## src/rtl/emac_csr_pkg.sv

```systemverilog
package emac_csr_pkg;
  localparam int unsigned DW = 32;

  localparam int unsigned OFS_EVT    = 'h004;
  localparam int unsigned OFS_MASK   = 'h008;
  localparam int unsigned OFS_RXGO   = 'h010;
  localparam int unsigned OFS_TXGO   = 'h014;
  localparam int unsigned OFS_CTRL   = 'h024;
  localparam int unsigned OFS_MGMT   = 'h040;
  localparam int unsigned OFS_SPD    = 'h044;
  localparam int unsigned OFS_TXCTL  = 'h0C4;
  localparam int unsigned OFS_RXBASE = 'h100;
  localparam int unsigned OFS_TXBASE = 'h104;

  localparam int unsigned CTRL_RST_BIT = 0;
  localparam int unsigned CTRL_EN_BIT  = 1;
  localparam int unsigned EVT_MGMT_BIT = 23;
  localparam int unsigned EVT_GRA_BIT  = 28;

  localparam logic [DW-1:0] EVT_IMPL = 32'hFFF8_0000;
  localparam logic [DW-1:0] SPD_KEEP = 32'h0000_00FE;

  typedef struct packed {
    logic evt;
    logic mask;
    logic rxgo;
    logic txgo;
    logic ctrl;
    logic mgmt;
    logic spd;
    logic txctl;
    logic rxbase;
    logic txbase;
  } csr_sel_t;
endpackage

```

## src/rtl/emac_csr_dec.sv

```systemverilog
module emac_csr_dec
  import emac_csr_pkg::*;
#(
  parameter int unsigned ADDR_W = 12
) (
  input  logic [ADDR_W-1:0] addr_i,
  output csr_sel_t          sel_o
);
  always_comb begin
    sel_o        = '0;
    sel_o.evt    = (addr_i == ADDR_W'(OFS_EVT));
    sel_o.mask   = (addr_i == ADDR_W'(OFS_MASK));
    sel_o.rxgo   = (addr_i == ADDR_W'(OFS_RXGO));
    sel_o.txgo   = (addr_i == ADDR_W'(OFS_TXGO));
    sel_o.ctrl   = (addr_i == ADDR_W'(OFS_CTRL));
    sel_o.mgmt   = (addr_i == ADDR_W'(OFS_MGMT));
    sel_o.spd    = (addr_i == ADDR_W'(OFS_SPD));
    sel_o.txctl  = (addr_i == ADDR_W'(OFS_TXCTL));
    sel_o.rxbase = (addr_i == ADDR_W'(OFS_RXBASE));
    sel_o.txbase = (addr_i == ADDR_W'(OFS_TXBASE));
  end
endmodule

```

## src/rtl/emac_evt_reg.sv

```systemverilog
module emac_evt_reg
  import emac_csr_pkg::*;
(
  input  logic          clk_i,
  input  logic          rst_ni,
  input  logic          soft_clr_i,
  input  logic [DW-1:0] w1c_i,
  input  logic [DW-1:0] set_i,
  output logic [DW-1:0] evt_o
);
  logic [DW-1:0] evt_q;

  // set beats clear in the same cycle
  always_ff @(posedge clk_i or negedge rst_ni) begin
    if (!rst_ni)         evt_q <= '0;
    else if (soft_clr_i) evt_q <= '0;
    else                 evt_q <= ((evt_q & ~w1c_i) | set_i) & EVT_IMPL;
  end

  assign evt_o = evt_q;
endmodule

```

## src/rtl/emac_ptr_trk.sv

```systemverilog
module emac_ptr_trk #(
  parameter int unsigned PTR_W = 32
) (
  input  logic             clk_i,
  input  logic             rst_ni,
  input  logic             soft_clr_i,
  input  logic             rewind_i,
  input  logic [PTR_W-1:0] base_i,
  input  logic             upd_i,
  input  logic [PTR_W-1:0] upd_val_i,
  output logic [PTR_W-1:0] ptr_o
);
  logic [PTR_W-1:0] ptr_q;

  always_ff @(posedge clk_i or negedge rst_ni) begin
    if (!rst_ni)         ptr_q <= '0;
    else if (soft_clr_i) ptr_q <= '0;
    else if (rewind_i)   ptr_q <= base_i;
    else if (upd_i)      ptr_q <= upd_val_i;
  end

  assign ptr_o = ptr_q;
endmodule

```

## src/rtl/emac_csr_irq.sv

```systemverilog
module emac_csr_irq
  import emac_csr_pkg::*;
#(
  parameter int unsigned ADDR_W = 12,
  parameter int unsigned PTR_W  = 32
) (
  input  logic              clk_i,
  input  logic              rst_ni,
  input  logic              req_valid_i,
  input  logic              req_write_i,
  input  logic [ADDR_W-1:0] req_addr_i,
  input  logic [DW-1:0]     req_wdata_i,
  output logic [DW-1:0]     rsp_rdata_o,
  input  logic [DW-1:0]     evt_set_i,
  input  logic              tx_ptr_upd_i,
  input  logic [PTR_W-1:0]  tx_ptr_val_i,
  input  logic              rx_ptr_upd_i,
  input  logic [PTR_W-1:0]  rx_ptr_val_i,
  output logic              tx_kick_o,
  output logic              rx_kick_o,
  output logic              rx_active_o,
  output logic [PTR_W-1:0]  tx_ptr_o,
  output logic [PTR_W-1:0]  rx_ptr_o,
  output logic              irq_o
);
  localparam int unsigned NRING  = 2;  // 0: receive, 1: transmit
  localparam int unsigned CTRL_W = CTRL_EN_BIT + 1;

  csr_sel_t sel;
  logic wr, soft_rst, dis_wr, rx_fire, tx_fire;
  logic [CTRL_W-1:0] ctrl_q;
  logic [DW-1:0] mask_q, mgmt_q, spd_q, txctl_q, evt_q, evt_set, evt_w1c;
  logic [PTR_W-1:0] rxbase_q, txbase_q;
  logic rx_active_q, tx_kick_q, rx_kick_q;
  logic [PTR_W-1:0] ring_base [NRING];
  logic             ring_upd  [NRING];
  logic [PTR_W-1:0] ring_val  [NRING];
  logic [PTR_W-1:0] ring_ptr  [NRING];

  emac_csr_dec #(.ADDR_W(ADDR_W)) u_dec (.addr_i(req_addr_i), .sel_o(sel));

  assign wr       = req_valid_i & req_write_i;
  assign soft_rst = wr & sel.ctrl & req_wdata_i[CTRL_RST_BIT];
  assign dis_wr   = wr & sel.ctrl & ~req_wdata_i[CTRL_EN_BIT];
  assign rx_fire  = wr & sel.rxgo & ctrl_q[CTRL_EN_BIT] & ~rx_active_q;
  assign tx_fire  = wr & sel.txgo & ctrl_q[CTRL_EN_BIT];

  always_ff @(posedge clk_i or negedge rst_ni) begin
    if (!rst_ni) begin
      ctrl_q   <= '0;
      mask_q   <= '0;
      mgmt_q   <= '0;
      spd_q    <= '0;
      txctl_q  <= '0;
      rxbase_q <= '0;
      txbase_q <= '0;
    end else if (soft_rst) begin
      ctrl_q   <= '0;
      mask_q   <= '0;
      mgmt_q   <= '0;
      spd_q    <= '0;
      txctl_q  <= '0;
      rxbase_q <= '0;
      txbase_q <= '0;
    end else if (wr) begin
      if (sel.ctrl)   ctrl_q   <= req_wdata_i[CTRL_W-1:0];
      if (sel.mask)   mask_q   <= req_wdata_i;
      if (sel.mgmt)   mgmt_q   <= req_wdata_i;
      if (sel.spd)    spd_q    <= req_wdata_i & SPD_KEEP;
      if (sel.txctl)  txctl_q  <= req_wdata_i;
      if (sel.rxbase) rxbase_q <= PTR_W'(req_wdata_i);
      if (sel.txbase) txbase_q <= PTR_W'(req_wdata_i);
    end
  end

  always_ff @(posedge clk_i or negedge rst_ni) begin
    if (!rst_ni) begin
      rx_active_q <= 1'b0;
      tx_kick_q   <= 1'b0;
      rx_kick_q   <= 1'b0;
    end else begin
      tx_kick_q <= tx_fire;
      rx_kick_q <= rx_fire;
      if (soft_rst || dis_wr) rx_active_q <= 1'b0;
      else if (rx_fire)       rx_active_q <= 1'b1;
    end
  end

  always_comb begin
    evt_w1c = (wr && sel.evt) ? req_wdata_i : '0;
    evt_set = evt_set_i;
    evt_set[EVT_MGMT_BIT] = evt_set_i[EVT_MGMT_BIT] | (wr & sel.mgmt);
    evt_set[EVT_GRA_BIT]  = evt_set_i[EVT_GRA_BIT] | (wr & sel.txctl & req_wdata_i[0]);
  end

  emac_evt_reg u_evt (
    .clk_i(clk_i), .rst_ni(rst_ni), .soft_clr_i(soft_rst),
    .w1c_i(evt_w1c), .set_i(evt_set), .evt_o(evt_q)
  );

  assign ring_base[0] = rxbase_q;
  assign ring_base[1] = txbase_q;
  assign ring_upd[0]  = rx_ptr_upd_i;
  assign ring_upd[1]  = tx_ptr_upd_i;
  assign ring_val[0]  = rx_ptr_val_i;
  assign ring_val[1]  = tx_ptr_val_i;

  for (genvar g = 0; g < NRING; g++) begin : g_ring
    emac_ptr_trk #(.PTR_W(PTR_W)) u_trk (
      .clk_i(clk_i), .rst_ni(rst_ni), .soft_clr_i(soft_rst),
      .rewind_i(dis_wr), .base_i(ring_base[g]),
      .upd_i(ring_upd[g]), .upd_val_i(ring_val[g]), .ptr_o(ring_ptr[g])
    );
  end

  always_comb begin
    rsp_rdata_o = '0;
    if (sel.evt)    rsp_rdata_o = evt_q;
    if (sel.mask)   rsp_rdata_o = mask_q;
    if (sel.ctrl)   rsp_rdata_o = DW'(ctrl_q);
    if (sel.mgmt)   rsp_rdata_o = mgmt_q;
    if (sel.spd)    rsp_rdata_o = spd_q;
    if (sel.txctl)  rsp_rdata_o = txctl_q;
    if (sel.rxbase) rsp_rdata_o = DW'(rxbase_q);
    if (sel.txbase) rsp_rdata_o = DW'(txbase_q);
  end

  assign rx_ptr_o    = ring_ptr[0];
  assign tx_ptr_o    = ring_ptr[1];
  assign rx_active_o = rx_active_q;
  assign tx_kick_o   = tx_kick_q;
  assign rx_kick_o   = rx_kick_q;
  assign irq_o       = |(evt_q & mask_q);
endmodule

```

## config.mk

```make
export PLATFORM = sky130hd
export DESIGN_NAME = emac_csr_irq
export DESIGN_NICKNAME = d
export VERILOG_FILES = /design/src/rtl/emac_csr_pkg.sv /design/src/rtl/emac_csr_dec.sv /design/src/rtl/emac_evt_reg.sv /design/src/rtl/emac_ptr_trk.sv /design/src/rtl/emac_csr_irq.sv
export SDC_FILE = /design/constraint.sdc
export NUM_CORES = 1
export LEC_CHECK = 0
export ABC_AREA = 1
export BUFFER_PORTS_ARGS = -buffer_cell sky130_fd_sc_hd__buf_2
export CELL_PAD_IN_SITES_DETAIL_PLACEMENT = 1
export CELL_PAD_IN_SITES_GLOBAL_PLACEMENT = 1
export CORE_ASPECT_RATIO = 1.4
export CORE_UTILIZATION = 44
export CTS_CLUSTER_DIAMETER = 120
export DETAILED_ROUTE_END_ITERATION = 8
export GPL_TIMING_DRIVEN = 0
export PLACE_DENSITY_LB_ADDON = 0.1
export SLEW_MARGIN = 20
export SYNTH_ARGS = -nofsm -noshare
export SYNTH_HDL_FRONTEND = slang
export SYNTH_HIERARCHICAL = 1
export SYNTH_SLANG_ARGS = --single-unit
```

## constraint.sdc

```tcl
create_clock -name clk_i -period 2.7 [get_ports clk_i]
set_input_delay 0.27 -clock clk_i [delete_from_list [all_inputs] [get_ports clk_i]]
set_output_delay 0.27 -clock clk_i [all_outputs]
set_load 0.01 [all_outputs]
```

-- Word level (Yosys, flattened, before mapping)
Cells that the tools add are included.
- output and inout bits: 100
- flip-flop bits (word level): 293
- bitwise logic cells: 20
- mux-type cells: 39
- reductions and logical operators: 21
- eq/ne operators: 10
- operator list (kind ; number):
    32-bit two-way mux ; 34
    32-bit AND ; 2
    32-bit NOT ; 1
    32-bit OR ; 1
    32-bit OR reduction ; 1
    12-bit by 5-bit equality test with 1-bit output (second input constant) ; 2
    12-bit by 7-bit equality test with 1-bit output (second input constant) ; 2
    12-bit by 9-bit equality test with 1-bit output (second input constant) ; 2
    2-bit nonzero test ; 9
    2-bit AND reduction ; 7
    1-bit AND ; 12
    12-bit by 3-bit equality test with 1-bit output (second input constant) ; 1
    12-bit by 4-bit equality test with 1-bit output (second input constant) ; 1
    12-bit by 6-bit equality test with 1-bit output (second input constant) ; 1
    12-bit by 8-bit equality test with 1-bit output (second input constant) ; 1
    2-bit two-way mux ; 3
    3-bit nonzero test ; 2
    1-bit two-way mux ; 2
    1-bit NOT ; 2
    1-bit OR ; 2
    1-bit logical AND ; 1
    1-bit logical OR ; 1

-- Logic depth before layout (Yosys ltp)
Gate-level depths: netlist of run 1.
- depth after elaboration: 9
- gate-level depth with buffers: 16

-- Modules after synthesis
The synthesis of run 1 kept the hierarchy.
- by module, submodules not included (module ; area an instance (um2) ; cells an instance ; instances):
    emac_csr_irq ; 9370.2 ; 1233 ; 1
    emac_ptr_trk ; 1751.7 ; 244 ; 2
    emac_evt_reg ; 732.0 ; 86 ; 1
    emac_csr_dec ; 221.5 ; 48 ; 1

-- Worst setup path after synthesis of run 1
OpenSTA, ideal clock, no wires.
- path type: input to register
- start point: input req_addr_i[10]
- end point: register mask_q[17]
- path buffers: 1
- slack: 0.810 ns
- data required time: 2.581 ns
- stages: 15
- arrival time: 1.771 ns
- setup time: 0.119 ns
- cell sequence: inv_1 nand2_2 nor2_4 nand2_2 nor2_1 inv_1 nor2_4 inv_4 nor2_8 inv_8 o21ai_4 inv_4 buf_4 nand2_1 o21ai_2
- RTL lines (what ; line ; source):
    from (decl) ; emac_csr_irq.sv:11 ; input logic [ADDR_W-1:0] req_addr_i,
    to (signal assigned) ; emac_csr_irq.sv:67 ; if (sel.mask) mask_q <= req_wdata_i;
    to (decl) ; emac_csr_irq.sv:32 ; logic [DW-1:0] mask_q, mgmt_q, spd_q, txctl_q, evt_q, evt_set, evt_w1c;

==> key figures, run 1 <==
Critical path
  • WP data required: ~2.4 ns
  • CP Class: input pin to primary output
  • FF-to-FF End: g_ring[0].u_trk/ptr_o[29]
  • Maximum fanout along the worst path: 10
  • WP data arrival: 2.25 ns
  • Crit path cell chain: buf_2, inv_1, nand2_1, inv_1, nand3_1, nor2_1, clkbuf_2, nor2_2, clkbuf_1, nand2_1, nand2_1, nand2_1, nand2_1, nand2_1, nand2_1, buf_2
  • Worst reg-to-reg path cell count: 4
  • Worst R2R Start: rxbase_q[29]
  • CP peak stage delay: about 0.37 ns
  • Crit path max-delay cell type: clkbuf_1
  • Setup crit end kind: primary output
  • Reg2reg setup slack: between 1.5 and 2 ns
  • Crit path top cell by count: nand2_1
  • Worst setup SP type: input pin
  • Worst Setup SP: req_addr_i[4]
  • Capture point of the worst path: rsp_rdata_o[19]

Clock network
  • CTS clk-pin slew, worst paths: ~0.06 ns
  • Number of H-tree levels: 1
  • Insertion delay to the later sink of the worst-skew pair: ~0.56 ns
  • Maximum clock path buffer count: 3
  • Cts bufs inserted: 28
  • TritonCTS clock tree: yes
  • CTS Root Cell: clkbuf_16
  • Clock sinks: 249

GRT
  • First-pass GRT wire length: roughly 70,000 µm
  • Largest net degree at the start of global routing: a little under 80
  • GRT overflow: 0
  • Vias in the first global route: 13,380
  • Initial antenna violation count: 0
  • Total GRT Usage: between 20% and 30%

Timing
  • Hold Violations, Final: 0
  • Slew @ Worst Pin: approximately 0.63 ns
  • Final period util: 93.48%
  • RSZ-0062 raised after global routing: false
  • Worst rel slew slack: about 58%
  • Slew Limit Fails: 0
  • Final setup vio count: 0
  • Maximum clock frequency: between 300 and 400 MHz
  • Post-layout min period: ~2.5 ns
  • Final Skew: 0.01097 ns
  • Setup TNS: 0 ns

Placed design
  • Dpl cell area: approximately 15,000 µm²
  • PortBufs: approximately 230
  • Final HPWL DP: ~35,000 µm
  • GP Congestion: approximately 0.9

Synthesis
  • Warnings from Yosys: 6
  • Mapped Area: 13,690 µm²
  • Cell count after synthesis: about 1,800
  • Mapped Avg Cell Area: 7.529 µm²

Floorplan
  • Die area: around 32,000 µm²
  • Starting Density: 44.57%
  • Die W: 151.1 µm
  • Cell row count: 76
  • Top Ports: about 250
  • Die H: between 200 and 250 µm
  • Core ar.: about 31,000 µm²

Final layout
  • Layout area overhead: 21.88%
  • Final core occ: a little over half
  • ANT cells: 0
  • Layout Nets: 2,264
  • Fin area: between 15,000 and 20,000 µm²
  • Ratio of cells with drive above 1 in the final layout: ~26%

Route
  • Vias per inst: a little over 5
  • Met2 routed WL: 23,030 µm
  • Avg WL per Cell: around 18 µm
  • ANT nets after route: 0
  • Final wirelength: roughly 44,000 µm
  • Metal-1 WL: about 18,000 µm
  • DR top layer: met4
  • Drt first pass iters: 5
  • Met3 routed WL: between 1500 and 2000 µm
  • DRT iter0 DRCs: about 450
  • Vias: between 10,000 and 15,000
  • DRC: 0

Status
  • Status: complete, no violations

Power and ir drop
  • P per Cell Area: around 520 nW/µm²
  • Max VDD drop: about 0.00044 V
  • Pleak: around 9 nW

Worst hold path
  • Critical hold path startpoint: rx_ptr_val_i[19]
  • Type of the worst min-delay path: input pin to flip-flop

Flow run
  • Maxcap violations: 0
registers in the layout, indices dropped and copies added (netlist names):
signal and count:
rx_kick_o 1, spd_q 7, u_evt/evt_o 13, g_ring.u_trk/ptr_o 64, rx_active_o 1, mask_q 32
txctl_q 32, tx_kick_o 1, mgmt_q 32, ctrl_q 2, rxbase_q 32, txbase_q 32
where the power goes:
part           switching (mW)  total [mW]  leakage (nW)  internal [mW]
logic                   0.430       0.713          5.44          0.283
clock network            1.58        4.01         0.477           2.43
registers              0.0567        3.88          3.28           3.83
total                    2.06        8.61          9.19           6.54
cell type report:
cell class	count	area, µm²
multi-input cells	1377	6210
plain buffers	123	991.0
repair buffers	252	1444
fillers	3985	14030
clock inverters	9	122.6
clock buffers	42	844.6
inverters	87	352.8
flip-flops and latches	249	6231
well taps	390	488.0
routing by layer:
metal	vias to the layer above	global-route usage, %
li1	6246	-
met1	6121	34.37
met2	287	51.60
met3	73	2.592
met4	0	10.34
met5	-	0
repair_timing:
action | 4_1_cts | 5_1_grt
endpoints found under the setup margin | 2 | 32
hold buffers | 19 | 0
gates resized for setup | 1 | 28
hold endpoints to repair | 118 | 0
buffers inserted | 0 | 4
stage by stage:
step	power, mW	hold WS (ns)	std cells	worst slack (ns)
2_1_floorplan	4.265	-0.02559	1836	0.8098
3_3_place_gp	4.607	0.4485	2452	-3.347
3_5_place_dp	4.643	0.1898	2455	-0.02635
4_1_cts	8.680	0.0002924	2525	0.002485
5_1_grt	8.898	0.03489	2529	0.002470
6_report	8.608	0.01643	2529	0.1760
how the worst min path moves through the flow:
| stage | to | slack, ns | cells after the start |
|---|---|---|---|
| 4_1_cts | g_ring[1].u_trk/ptr_o[26] | 0.0003 | 5 |
| 5_1_grt | g_ring[0].u_trk/ptr_o[8] | 0.03 | 5 |
| 3_5_place_dp | g_ring[0].u_trk/ptr_o[3] | 0.19 | 1 |
| 3_3_place_gp | rx_kick_o | 0.45 | 1 |
| 2_1_floorplan | ctrl_q[0] | -0.03 | 0 |
| 6_report | g_ring[0].u_trk/ptr_o[19] | 0.02 | 5 |
critical path, delay by kind of cell:
kind | cells | cell delay (ns)
simple gates | 10 | 1.06
buf+inv | 6 | 0.92
placed cells by master (no fill, tap or decap), drive strengths merged:
cell type	n
nand3	70
clkinv	5
clkinvlp	2
inv	86
a21oi	54
o21bai	2
dlygate4sd3	19
bufinv	3
o21a	1
dfrtp	249
buf	326
nor2	121
o21ai	174
nand2	924
conb	19
or2	1
clkbuf	72
nand4	11
Power figures use the tool's default switching activity.
==> inputs of run 2 (changes only) <==
Clock period 2.7 ns to 3.05 ns, I/O delays scaled along.
==> key figures, run 2 (synthesis gave the netlist of run 1 again) <==
Status
  • Status: complete, no violations

Route
  • DRC: 0 (unchanged)
  • DRT iter0 DRCs: 434 (-2.7%)
  • Drt first pass iters: 4 (-1)
  • Avg WL per Cell: 17.57 µm (about the same)
  • ANT nets after route: 0 (unchanged)
  • Vias per inst: 5.029 (about the same)
  • Vias: 12,660 (-0.51%)
  • Final wirelength: 44,230 µm (-0.49%)

Timing
  • Final period util: 91.64%
  • Worst rel slew slack: 57.96% (about the same)
  • Final setup vio count: 0 (unchanged)
  • Slew @ Worst Pin: 0.6282 ns (-0.0003840 ns)
  • RSZ-0062 raised after global routing: false
  • Maximum clock frequency: around 360 MHz
  • Final Skew: 0.01356 ns (+0.002595 ns)
  • Slew Limit Fails: 0 (unchanged)
  • Hold WS: 0.04261 ns (+0.02618 ns)
  • Hold Violations, Final: 0 (unchanged)
  • Post-layout min period: between 2 and 3 ns

Clock network
  • TritonCTS clock tree: yes
  • Insertion delay to the later sink of the worst-skew pair: 0.56 ns (about the same)
  • Cts bufs inserted: 28 (unchanged)
  • Post-CTS Resized: 0 (-1)
  • CTS clk-pin slew, worst paths: 0.06 ns (about the same)
  • Maximum clock path buffer count: 3 (unchanged)
  • Clock sinks: 249 (unchanged)
  • Number of H-tree levels: 1 (unchanged)
  • Hold_buf cts: 12 (-7)
  • Setup Fix Bufs, Post-CTS: 0 (unchanged)
  • CTS Root Cell: clkbuf_16

Placed design
  • GP Congestion: 0.9015 (unchanged)
  • Final HPWL DP: 34,690 µm (unchanged)
  • Inst Count DP: 2,455 (unchanged)
  • PortBufs: 226 (unchanged)

Critical path
  • FF-to-FF End: g_ring[0].u_trk/ptr_o[29]
  • WP data required: 2.74 ns (+0.31 ns)
  • Crit path cell chain: buf_2, inv_1, nand2_1, inv_1, nand3_1, nor2_1, clkbuf_1, nor2_1, clkbuf_1, nand2_1, nand2_1, nand2_1, nand2_1, nand2_1, nand2_1, buf_2
  • CP Class: input pin to primary output
  • Setup crit end kind: primary output
  • Crit path max-delay cell type: clkbuf_1
  • CP peak stage delay: 0.45 ns (+0.08 ns)
  • Worst setup SP type: input pin
  • Reg2reg setup slack: 2.13 ns (+0.35 ns)
  • Maximum fanout along the worst path: 10 (unchanged)
  • Worst R2R Start: rxbase_q[29]
  • Worst Setup SP: req_addr_i[4]
  • WP data arrival: 2.49 ns (+0.24 ns)
  • Crit path top cell by count: nand2_1
  • Worst reg-to-reg path cell count: 4 (unchanged)

GRT
  • Initial antenna violation count: 0 (unchanged)
  • Total GRT Usage: 28.32% (-0.068 points)
  • Largest net degree at the start of global routing: 78 (unchanged)
  • Vias in the first global route: 13,350 (-0.25%)
  • GRT overflow: 0 (unchanged)
  • First-pass GRT wire length: 69,680 µm (-0.25%)

Floorplan
  • Cell row count: 76 (unchanged)
  • Top Ports: 246 (unchanged)
  • Die W: 151.1 µm (unchanged)
  • Core ar.: 30,710 µm² (unchanged)
  • Die H: 210.7 µm (unchanged)
  • Starting Density: 44.57% (unchanged)
  • Die area: 31,830 µm² (unchanged)

Power and ir drop
  • P_sw: 1.822 mW (-12%)
  • Pleak: 9.106 nW (-0.95%)
  • Net Sw Frac: 23.94% (-0.035 points)
  • Sequential share of power: 45.2% (about the same)
  • Max VDD drop: 0.0003875 V (-12%)
  • P per Cell Area: 459.6 nW/µm² (-11%)
  • Clock power share: 46.6% (about the same)
  • P_int: 5.787 mW (-12%)
  • Power share of the combinational group: 8.2% (about the same)

Final layout
  • Layout Nets: 2,253 (-0.49%)
  • Most frequent cells in the layout: nand2_1, dfrtp_1, buf_2, nor2_1, o21ai_2
  • Ratio of cells with drive above 1 in the final layout: 24.86% (-0.81 points)
  • Most common cell after layout, fill and taps aside: nand2_1
  • Layout area overhead: 20.94%
  • Largest register FFs: 64 (unchanged)
  • ANT cells: 0 (unchanged)
  • Post-Layout Cell Count: 2,518 (-0.43%)

Worst hold path
  • Type of the worst min-delay path: input pin to flip-flop
  • WHS Endpoint: g_ring[1].u_trk/ptr_o[30]
  • Worst hold stages: 5 (unchanged)
  • Critical hold path startpoint: tx_ptr_val_i[30]

Flow run
  • Maxcap violations: 0 (unchanged)
==> run 2: cell types whose count changed in the layout (fill, tap and decap cells not counted) <==
cell / previous run / this run
clkbuf_1: 22 / 34
clkbuf_2: 12 / 0
dlygate4sd3_1: 19 / 12
buf_4: 35 / 30
nor2_1: 108 / 111
nor2_2: 5 / 2
buf_2: 239 / 240
clkinv_1: 0 / 1
clkinvlp_4: 2 / 1
==> run 2: power by group through the flow <==
stage	Clock, mW	Sequential (mW)	Combinational, mW
floorplan	0	3.53	0.249
global placement	0	3.49	0.584
detailed placement	0	3.50	0.614
CTS	3.61	3.44	0.631
global route	3.72	3.44	0.700
finish	3.55	3.44	0.623
==> run 2: per-layer routing <==
metal	share of wire (%)	wire length (µm)	global-route usage, %	vias up
li1	-	-	-	6217
met2	52	22810	51.44	279
met3	3.7	1622	2.570	72
met4	3.3	1438	10.34	0
met5	0	0	0	-
met1	42	18360	34.32	6094
==> run 2: final cells by class <==
class	count	area, µm²
fillers	3981	14160
flip-flops and latches	249	6231
multi-input cells	1377	6202
repair buffers	241	1344
plain buffers	123	973.4
clock buffers	42	844.6
well taps	390	488.0
inverters	87	349.1
clock inverters	9	122.6
==> run 2: per-stage QoR <==
| stage | setup TNS (ns) | setup slack (ns) | utilization, % | power (mW) | instance area, µm² |
|---|---|---|---|---|---|
| global route | 0 | 0.03282 | 53.90 | 7.869 | 16550 |
| global placement | -744.62 | -3.032 | 50.06 | 4.078 | 15370 |
| CTS | 0 | 0.2502 | 53.90 | 7.676 | 16550 |
| detailed placement | 0 | 0.2536 | 50.36 | 4.110 | 15470 |
| finish | 0 | 0.2549 | 53.90 | 7.609 | 16550 |
| floorplan | 0 | 1.125 | - | 3.776 | 13760 |
==> run 2: worst max-delay path by stage <==
stage / cells after the start / to / slack, ns
2_1_floorplan: 15 / mask_q[17] / 1.12
3_3_place_gp: 1 / u_evt/evt_o[26] / -3.03
3_5_place_dp: 16 / rsp_rdata_o[29] / 0.25
4_1_cts: 16 / rsp_rdata_o[29] / 0.25
5_1_grt: 17 / rsp_rdata_o[19] / 0.03
6_report: 16 / rsp_rdata_o[28] / 0.25
==> run 2: critical path, delay by kind of cell <==
family        cells  cell delay (ns)
buf+inv           6             1.03
simple gates     10             1.15
